`src/rtl/awd_pkg.sv`:
```
package awd_pkg;
  localparam int WAIT_W = 4;

  // mode word layout: bit0 bus16, bit1 demux, bit2 ready polarity,
  // bits 6:3 wait count, bit7 window enable
  typedef struct packed {
    logic              en;
    logic [WAIT_W-1:0] waits;
    logic              rdy_hi;
    logic              demux;
    logic              bus16;
  } mode_t;

  localparam logic [1:0] K_BASE  = 2'd0;
  localparam logic [1:0] K_SIZE  = 2'd1;
  localparam logic [1:0] K_MODE  = 2'd2;
  localparam logic [1:0] K_LINES = 2'd3;
endpackage

```
`src/rtl/awd_cfg.sv`:
```
module awd_cfg
  import awd_pkg::*;
#(
  parameter int ADDR_W = 24,
  parameter int NREG   = 5,
  parameter int REG_W  = 3,
  parameter int SIZE_W = 5,
  parameter int LINE_W = 6
) (
  input  logic                          clk,
  input  logic                          rst,
  input  logic                          we,
  input  logic [REG_W-1:0]              region,
  input  logic [1:0]                    kind,
  input  logic [ADDR_W-1:0]             data,
  output logic [NREG-1:0][ADDR_W-1:0]   base_o,
  output logic [NREG-1:0][SIZE_W-1:0]   size_o,
  output mode_t [NREG-1:0]              mode_o,
  output logic [LINE_W-1:0]             lines_o
);
  localparam int MODE_W = $bits(mode_t);

  logic region_ok;
  assign region_ok = (int'(region) < NREG);

  always_ff @(posedge clk) begin
    if (rst) begin
      for (int i = 0; i < NREG; i++) begin
        base_o[i] <= '0;
        size_o[i] <= '0;
        mode_o[i] <= '0;
      end
      lines_o <= LINE_W'(ADDR_W);
    end else if (we && region_ok) begin
      case (kind)
        K_BASE:  if (region != '0) base_o[region] <= data;
        K_SIZE:  if (region != '0) size_o[region] <= data[SIZE_W-1:0];
        K_MODE:  mode_o[region] <= mode_t'(data[MODE_W-1:0]);
        default: if (region == '0) lines_o <= data[LINE_W-1:0];
      endcase
    end
  end
endmodule

```
`src/rtl/awd_win_match.sv`:
```
module awd_win_match #(
  parameter int ADDR_W = 24,
  parameter int SIZE_W = 5
) (
  input  logic [ADDR_W-1:0] addr,
  input  logic [ADDR_W-1:0] base,
  input  logic [SIZE_W-1:0] size,
  input  logic              en,
  output logic              hit
);
  logic [ADDR_W-1:0] care;

  always_comb begin
    for (int b = 0; b < ADDR_W; b++) care[b] = (b >= int'(size));
    hit = en && (((addr ^ base) & care) == '0);
  end
endmodule

```
`src/rtl/awd_prio.sv`:
```
module awd_prio #(
  parameter int NWIN  = 4,
  parameter int REG_W = 3
) (
  input  logic [NWIN:1]    hit,
  output logic [REG_W-1:0] sel
);
  // higher window number always outranks a lower one
  always_comb begin
    sel = '0;
    for (int i = 1; i <= NWIN; i++)
      if (hit[i]) sel = REG_W'(i);
  end
endmodule

```
`src/rtl/awd_access.sv`:
```
module awd_access
  import awd_pkg::*;
(
  input  logic              clk,
  input  logic              rst,
  input  logic              start,
  input  logic [WAIT_W-1:0] waits,
  input  logic              rdy_hi,
  input  logic              ready_in,
  output logic              busy,
  output logic              done,
  output logic              end_now
);
  logic [WAIT_W-1:0] cnt;
  logic              pol_q;
  logic [WAIT_W-1:0] wq;
  logic [WAIT_W:0]   elapsed;

  assign end_now = busy && (cnt == '0) && (ready_in == pol_q);

  always_ff @(posedge clk) begin
    if (rst) begin
      busy    <= 1'b0;
      done    <= 1'b0;
      cnt     <= '0;
      pol_q   <= 1'b0;
      wq      <= '0;
      elapsed <= '0;
    end else begin
      done <= end_now;
      if (start) begin
        busy    <= 1'b1;
        cnt     <= waits;
        wq      <= waits;
        pol_q   <= rdy_hi;
        elapsed <= '0;
      end else if (busy) begin
        if (!(&elapsed)) elapsed <= elapsed + 1'b1;
        if (cnt != '0) cnt <= cnt - 1'b1;
        else if (end_now) busy <= 1'b0;
      end
    end
  end

  // an access never ends before its wait count has elapsed
  a_r9_min_wait: assert property (@(posedge clk) disable iff (rst)
    end_now |-> (elapsed >= {1'b0, wq}));
  // completion requires ready at the latched active level
  a_r10_done_level: assert property (@(posedge clk) disable iff (rst)
    done |-> ($past(ready_in) == $past(pol_q)));
  // busy drops together with the done pulse
  a_r9_done_drops_busy: assert property (@(posedge clk) disable iff (rst)
    $rose(done) |-> $fell(busy));
endmodule

```
`src/rtl/addr_window_cs.sv`:
```
module addr_window_cs
  import awd_pkg::*;
#(
  parameter int ADDR_W = 24,
  parameter int NWIN   = 4,
  parameter int SIZE_W = 5
) (
  input  logic                          clk,
  input  logic                          rst,
  input  logic                          req,
  input  logic [ADDR_W-1:0]             addr,
  input  logic                          ready_in,
  input  logic                          cfg_we,
  input  logic [$clog2(NWIN+1)-1:0]     cfg_region,
  input  logic [1:0]                    cfg_kind,
  input  logic [ADDR_W-1:0]             cfg_data,
  output logic [NWIN:0]                 cs,
  output logic [$clog2(NWIN+1)-1:0]     win_idx,
  output logic                          bus16,
  output logic                          demux,
  output logic [ADDR_W-1:0]             ext_addr,
  output logic                          busy,
  output logic                          done
);
  localparam int NREG   = NWIN + 1;
  localparam int REG_W  = $clog2(NREG);
  localparam int LINE_W = $clog2(ADDR_W + 1) + 1;

  logic [NREG-1:0][ADDR_W-1:0] base_w;
  logic [NREG-1:0][SIZE_W-1:0] size_w;
  mode_t [NREG-1:0]            mode_w;
  logic [LINE_W-1:0]           lines;
  logic [NWIN:1]               hit;
  logic [REG_W-1:0]            sel;
  mode_t                       act;
  logic [ADDR_W-1:0]           lmask;
  logic                        start;
  logic                        end_now;

  awd_cfg #(.ADDR_W(ADDR_W), .NREG(NREG), .REG_W(REG_W),
            .SIZE_W(SIZE_W), .LINE_W(LINE_W)) u_cfg (
    .clk(clk), .rst(rst), .we(cfg_we), .region(cfg_region),
    .kind(cfg_kind), .data(cfg_data),
    .base_o(base_w), .size_o(size_w), .mode_o(mode_w), .lines_o(lines)
  );

  for (genvar k = 1; k <= NWIN; k++) begin : g_win
    awd_win_match #(.ADDR_W(ADDR_W), .SIZE_W(SIZE_W)) u_match (
      .addr(addr), .base(base_w[k]), .size(size_w[k]),
      .en(mode_w[k].en), .hit(hit[k])
    );
  end

  awd_prio #(.NWIN(NWIN), .REG_W(REG_W)) u_prio (.hit(hit), .sel(sel));

  assign act   = mode_w[sel];
  assign start = req && !busy;

  always_comb begin
    for (int b = 0; b < ADDR_W; b++) lmask[b] = (b < int'(lines));
  end

  awd_access u_acc (
    .clk(clk), .rst(rst), .start(start), .waits(act.waits),
    .rdy_hi(act.rdy_hi), .ready_in(ready_in),
    .busy(busy), .done(done), .end_now(end_now)
  );

  always_ff @(posedge clk) begin
    if (rst) begin
      cs       <= '0;
      win_idx  <= '0;
      bus16    <= 1'b0;
      demux    <= 1'b0;
      ext_addr <= '0;
    end else if (start) begin
      cs       <= NREG'(1) << sel;
      win_idx  <= sel;
      bus16    <= act.bus16;
      demux    <= act.demux;
      ext_addr <= addr & lmask;
    end else if (end_now) begin
      cs <= '0;
    end
  end

  // exactly one select during an access
  a_r8_cs_onehot: assert property (@(posedge clk) disable iff (rst)
    busy |-> ($countones(cs) == 1));
  // no select while idle
  a_r8_idle_no_cs: assert property (@(posedge clk) disable iff (rst)
    !busy |-> (cs == '0));
  // asserted select agrees with the reported index
  a_r3_cs_matches_idx: assert property (@(posedge clk) disable iff (rst)
    busy |-> cs[win_idx]);
  // mode held for the whole access
  a_r7_mode_held: assert property (@(posedge clk) disable iff (rst)
    (busy && $past(busy)) |-> ($stable(bus16) && $stable(demux)));
  // a second request never disturbs the running access
  a_r13_no_restart: assert property (@(posedge clk) disable iff (rst)
    (busy && $past(busy)) |-> ($stable(win_idx) && $stable(ext_addr)));
endmodule

```
`config.mk`:
```
export PLATFORM = sky130hd
export DESIGN_NAME = addr_window_cs
export DESIGN_NICKNAME = d
export VERILOG_FILES = /design/src/rtl/awd_pkg.sv /design/src/rtl/awd_cfg.sv /design/src/rtl/awd_win_match.sv /design/src/rtl/awd_prio.sv /design/src/rtl/awd_access.sv /design/src/rtl/addr_window_cs.sv
export SDC_FILE = /design/constraint.sdc
export NUM_CORES = 1
export LEC_CHECK = 0
export ABC_AREA = 0
export BUFFER_PORTS_ARGS = -buffer_cell sky130_fd_sc_hd__buf_2
export CAP_MARGIN = 20
export CORE_MARGIN = 1.5
export CORE_UTILIZATION = 55
export CTS_CLUSTER_SIZE = 14
export DETAILED_ROUTE_END_ITERATION = 12
export GPL_TIMING_DRIVEN = 0
export PLACE_DENSITY = 0.75
export RECOVER_POWER = 50
export REMOVE_ABC_BUFFERS = 1
export SLEW_MARGIN = 0
export SYNTH_ARGS = -nofsm -noshare
export SYNTH_HDL_FRONTEND = slang
export SYNTH_SLANG_ARGS = --single-unit
```
`constraint.sdc`:
```
create_clock -name clk -period 2.75 [get_ports clk]
set_input_delay 0.4125 -clock clk [delete_from_list [all_inputs] [get_ports clk]]
set_output_delay 0.4125 -clock clk [all_outputs]
set_load 0.01 [all_outputs]
```
# After elaboration in Yosys (flattened, before gate mapping)
# Cells that the tools add are included.
[word_totals] input_bits=58 output_inout_bits=36 wordCells=236 register_bits=232
[classes] n_reduce_logical=28 n_bitwise=10 eq_ne=3 n_mux=24 add_sub_neg=1 shifts=1 order_cmp=124
[op_table] op="4-bit by 5-bit greater-or-equal comparator with 1-bit output (first input constant)" count=32
[op_table] op="5-bit greater-or-equal comparator (first input constant)" count=32
[op_table] op="24-bit AND" count=5
[op_table] op="120-bit bitwise mux" count=1
[op_table] op="24-bit logical NOT" count=4
[op_table] op="24-bit bitwise XOR" count=4
[op_table] op="3-bit by 5-bit greater-or-equal comparator with 1-bit output (first input constant)" count=16
[op_table] op="24-bit demux with 3-bit select" count=1
[op_table] op="4-bit by 6-bit < comparator with 1-bit output (first input constant)" count=8
[op_table] op="5-bit by 6-bit < comparator with 1-bit output (first input constant)" count=8
[op_table] op="40-bit bitwise mux" count=1
[op_table] op="1-bit by 5-bit greater-or-equal comparator with 1-bit output (first input constant)" count=8
[op_table] op="2-bit by 5-bit greater-or-equal comparator with 1-bit output (first input constant)" count=8
[op_table] op="25-bit bitwise mux" count=1
[op_table] op="8-bit binary-select mux with 3-bit select" count=1
[op_table] op="8-bit demux with 3-bit select" count=1
[op_table] op="3-bit by 6-bit < comparator with 1-bit output (first input constant)" count=4
[op_table] op="24-bit two-way mux" count=1
[op_table] op="5-bit demux with 3-bit select" count=1
[op_table] op="5-bit two-way mux" count=3
[op_table] op="1-bit by 6-bit < comparator with 1-bit output (first input constant)" count=2
[op_table] op="2-bit by 6-bit < comparator with 1-bit output (first input constant)" count=2
[op_table] op="4-bit two-way mux" count=3
[op_table] op="1-bit logical AND" count=9
[op_table] op="24 further kinds" count=35

# Logic depth before layout (Yosys ltp)
[depth] ltp_word=11 depth_mapped=11 depth_no_buf=8

# Modules after synthesis
# From an unflattened synthesis, not the netlist that was laid out.
[hier_totals] hier_cells=1169 hier_area_um2=11512.3
[by_module_without_submodules] mod="awd_cfg" area_each_um2=7249.5 cells_each=642 n_inst=1
[by_module_without_submodules] mod="awd_win_match" area_each_um2=518.0 cells_each=66 n_inst=4
[by_module_without_submodules] mod="addr_window_cs" area_each_um2=1767.9 cells_each=213 n_inst=1
[by_module_without_submodules] mod="awd_access" area_each_um2=389.1 cells_each=44 n_inst=1
[by_module_without_submodules] mod="awd_prio" area_each_um2=33.8 cells_each=6 n_inst=1

# Worst setup path before layout
# OpenSTA, ideal clock, no wires.
[synth_path] path_kind="input-to-reg" start="input port addr[7]" end="register u_acc.cnt[2]" arrival_ns=2.243 path_buffers=1 slack_ns=0.416 stages=9 t_required_ns=2.659 cell_sequence="clkbuf_1 -> xnor2_1 -> a21oi_1 -> nor4_1 -> a41oi_1 -> nor3_4 -> o31ai_1 -> a221o_1 -> a311oi_1"
[synth_between] elab_chain_cells=11 word_cells_on_any_way=23 cone_classes="mux (7); bitwise (8); reduce/logical (8)"
[synth_rtl] item="start: declaration" line="addr_window_cs.sv:11" text="input logic [ADDR_W-1:0] addr,"
[synth_rtl] item="24-bit bitwise XOR" line="awd_win_match.sv:15" text="hit = en && (((addr ^ base) & care) == '0);"
[synth_rtl] item="24-bit AND" line="awd_win_match.sv:15"
[synth_rtl] item="24-bit logical NOT" line="awd_win_match.sv:15"
[synth_rtl] item="1-bit logical AND" line="awd_win_match.sv:15"
[synth_rtl] item="1-bit two-way mux" line="awd_prio.sv:12" text="if (hit[i]) sel = REG_W'(i);"
[synth_rtl] item="2-bit two-way mux (2 in series)" line="awd_prio.sv:12"
[synth_rtl] item="3-bit two-way mux *" line="awd_prio.sv:12"
[synth_rtl] item="8-bit binary-select mux with 3-bit select *" line="addr_window_cs.sv:56" text="assign act = mode_w[sel];"
[synth_rtl] item="7-bit two-way mux (not written as such) *" line="addr_window_cs.sv:56"
[synth_rtl] item="4-bit two-way mux *" line="awd_access.sv:31" text="if (start) begin"
[synth_rtl] item="end signal: assignment" line="awd_access.sv:33" text="cnt <= waits;"
[synth_rtl] item="end signal: assignment" line="awd_access.sv:39" text="if (cnt != '0) cnt <= cnt - 1'b1;"
[synth_rtl] item="end: declaration" line="awd_access.sv:14" text="logic [WAIT_W-1:0] cnt;"
# Every way passes the cells marked *; elsewhere a longest branch is shown, timed or not. The select of a mux whose other input is x is not followed.
# A chain may end at the register's enable or synchronous reset.

# Final worst setup path
[layout_path] start="register u_cfg.size_o[12] (netlist bit)" end="register u_acc.cnt[2]"
[layout_between] elab_chain_cells=10 word_cells_on_any_way=33 cone_classes="order compare (24); mux (6); bitwise (1); reduce/logical (2)"
[layout_rtl] item="start: declaration" line="awd_cfg.sv:17" text="output logic [NREG-1:0][SIZE_W-1:0] size_o,"
[layout_rtl] item="start signal: indexed assignment" line="awd_cfg.sv:37" text="K_SIZE: if (region != '0) size_o[region] <= data[SIZE_W-1:0];"
[layout_rtl] item="1-bit by 5-bit greater-or-equal comparator with 1-bit output, or another cell as far along" line="awd_win_match.sv:14" text="for (int b = 0; b < ADDR_W; b++) care[b] = (b >= int'(size));"
[layout_rtl] item="24-bit AND *" line="awd_win_match.sv:15"
[layout_rtl] item="24-bit logical NOT *" line="awd_win_match.sv:15"
[layout_rtl] item="1-bit logical AND *" line="awd_win_match.sv:15"
[layout_rtl] item="2-bit two-way mux * (2 in series)" line="awd_prio.sv:12"
[layout_rtl] item="3-bit two-way mux *" line="awd_prio.sv:12"
[layout_rtl] item="8-bit binary-select mux with 3-bit select *" line="addr_window_cs.sv:56"
[layout_rtl] item="7-bit two-way mux (not written as such) *" line="addr_window_cs.sv:56"
[layout_rtl] item="4-bit two-way mux *" line="awd_access.sv:31"
# Marked as above.

==> results_dict.tcl <==
set metrics [dict create \
    status "finished, violations left" \
    violations "max-capacitance violations" \
    synth_top_area_share_pct 41.1 \
    maxSlewHeadroom_pct 1.85 \
    skew_ps 12.3 \
    holdBufCountCts 0 \
    p_leak_nw 4.23 \
    antenna_found_initial 0 \
    syn_area_um2 9830 \
    clkSlewWorstSetupHoldPaths_ps 60 \
    ant_nets 0 \
    drtIter0Drc 794 \
    synth_edf_count 0 \
    clk_latency_ps 510 \
    finalCritPeriodShare_pct 95.5 \
    required_ps 3160 \
    drive_above_1_share_pct 11.0 \
    avgSynthCellArea_um2 7.93 \
    grt_pass1_wl_mm 43.4 \
    die-area_um2 18700 \
    wl_per_cell_um 18.5 \
    async_flop_share_pct 0 \
    synthFlopType "dfxtp_1" \
    stdcell_count 1500 \
    yosys_warnings 0 \
    path_class "reg -> reg" \
    dp.cells 1451 \
    dp_hpwl_mm 19.2 \
    cap_violations 1 \
    path_buf_inv 0 \
    fp.dieW_um 137 \
    crit_path_start_kind "flip-flop" \
    cp_data_arrival_time_ps 3030 \
    routed_via_density 5.84 \
    fp.dieH_um 137 \
    wirelength_mm 27.7 \
    setup_slack_ps 124 \
    ys_seq_area_share_pct 41.1 \
    ios 94 \
    powerDensity_nw_per_um2 589 \
    yosys.area.top_type "dfxtp_1" \
    cp_cell_sequence "o21ai_0 -> a221o_1 -> o21bai_1 -> a41oi_2 -> nor3_4 -> o31ai_1 -> a221o_1 -> a311oi_1" \
    synth.most_common_cell "nand2_1" \
    slowest_stage "dfxtp_2" \
    max_freq_ghz 0.381 \
    h-tree-depth 1 \
    area_growth_pct 11.8 \
    vias 8767 \
    peakVddDrop_mv 0.439 \
    tightest_slew_ps 1460 \
    synth.distinct_cells 66 \
    synthCells 1240 \
    drc_errors 0 \
    end_kind "flip-flop" \
    critPathTopFamily "compound AO/OA/AOI/OAI gates" \
    clock_sinks 202 \
    cts_buffers 22 \
    start_util_pct 56.6 \
    hold_viol_final 0 \
    port_buffers 93 \
    critPathMaxStageDelay_ps 520 \
    final_nets 1322 \
    grt_max_degree 133 \
    gp_congestion 0.922 \
    reg2reg_slack_ps 120 \
    tns_ps 0 \
    report.final.slew_viol_count 0 \
    synth_commonest_cells "nand2_1, dfxtp_1, a21oi_1" \
    rows 48 \
    root_buffer "clkbuf_16" \
    cp_common_cell "a221o_1" \
    hp-class "in -> reg" \
    clockBufferDepth 3 \
    cts_tree "built" \
    antenna_cells 0 \
    grt_pass1_vias 8011 \
    critical_path.max_fanout 16 \
    yosys-top-cells-area "dfxtp_1, nand2_1, a21oi_1" \
    globalRouteTotalUtil_pct 29.6 \
    period_needed_ps 2630 \
    synth_seq_cells 202 \
    preCtsSetupSlack_ps -454 \
    design.core.area_um2 17400 \
    drtPass1Iterations 5 \
    grt-ovfl-total 0 \
    finalSetupViolCount 0 \
]
[placed cells by master, fill, tap and decap left out, drive strengths merged, types with 6 or more instances in the layout]
cell type / instances
a32oi: 7
nand3: 22
nor2: 110
a22oi: 6
a21oi: 144
nand2: 274
and2: 8
a211oi: 9
xor2: 57
nor2b: 7
clkbuf: 75
nor3: 19
buf: 72
xnor2: 41
o31ai: 6
inv: 11
mux2i: 64
nand4: 7
dfxtp: 202
a211o: 9
o21ai: 28
o211ai: 11
[per-stage QoR]
stage          power (W)  area (um^2)  hold slack, ps  util (%)
2_1_floorplan    0.00333         9330             442         -
3_3_place_gp     0.00361        10100             438      58.1
3_5_place_dp     0.00363        10200             440      58.7
4_1_cts          0.00650        10900             182      63.0
5_1_grt          0.00666        11000             193      63.3
6_report         0.00648        11000             187      63.3
[worst paths after layout]
kind,startpoint,to,depth (start not counted)
setup / recovery,u_cfg.size_o[12],u_acc.cnt[2],8
hold / removal,cfg_data[23],u_cfg.base_o[95],3
setup reg to reg,u_cfg.size_o[12],u_acc.cnt[2],8
hold reg to reg,ext_addr[14],ext_addr[14],2
[flip-flops by register name (all words and copies together), names as in the netlist, 3 cells and up]
register       flops
ext_addr          24
u_acc.cnt          4
u_cfg.lines_o      6
win_idx            3
cs                 5
u_cfg.size_o      20
u_cfg.mode_o      39
u_cfg.base_o      96
[report_power, final]
| part | leakage [nW] | total [W] | internal, W | switching [W] |
|---|---|---|---|---|
| Sequential | 1.64 | 0.00301 | 0.00298 | 0.0000368 |
| Combinational | 2.24 | 0.000552 | 0.000190 | 0.000362 |
| Clock | 0.347 | 0.00291 | 0.00173 | 0.00118 |
[tightest hold or removal path: stages]
cell and delay, ps:
buf_2 130, nand2_1 60, a21oi_1 50
[layer usage]
layer / wire length [um] / up-vias / GRT usage (%)
met5: 0 / - / 0
met4: 736 / 0 / 8.57
met3: 1950 / 50 / 4.15
met2: 12900 / 335 / 49.0
met1: 12100 / 4133 / 40.2
li1: - / 4249 / -
[cell type report]
type | instances | area, um^2
sequential | 202 | 4070
fill | 1556 | 6360
inverter | 11 | 41.3
clock buffer | 36 | 704
timing repair buffer | 111 | 607
clock inverter | 1 | 7.51
multi-input combinational | 914 | 5290
tap | 225 | 282
[timing repair]
item,CTS,global route
pin swaps,1,2
setup endpoints to repair,11,14
setup buffers,3,9
resized for setup,6,18
[logic make-up after synthesis]
kind of cell | synth area share [%]
AOI/OAI and AO/OA | 17.6
xor gates and xnor gates | 8.73
adders and majority gates | 0.369
buffers and inverters | 5.46
DFF | 41.1
muxes | 6.52
and+or+nand+nor | 20.2
Note: power is estimated with default switching activity, not from simulation.
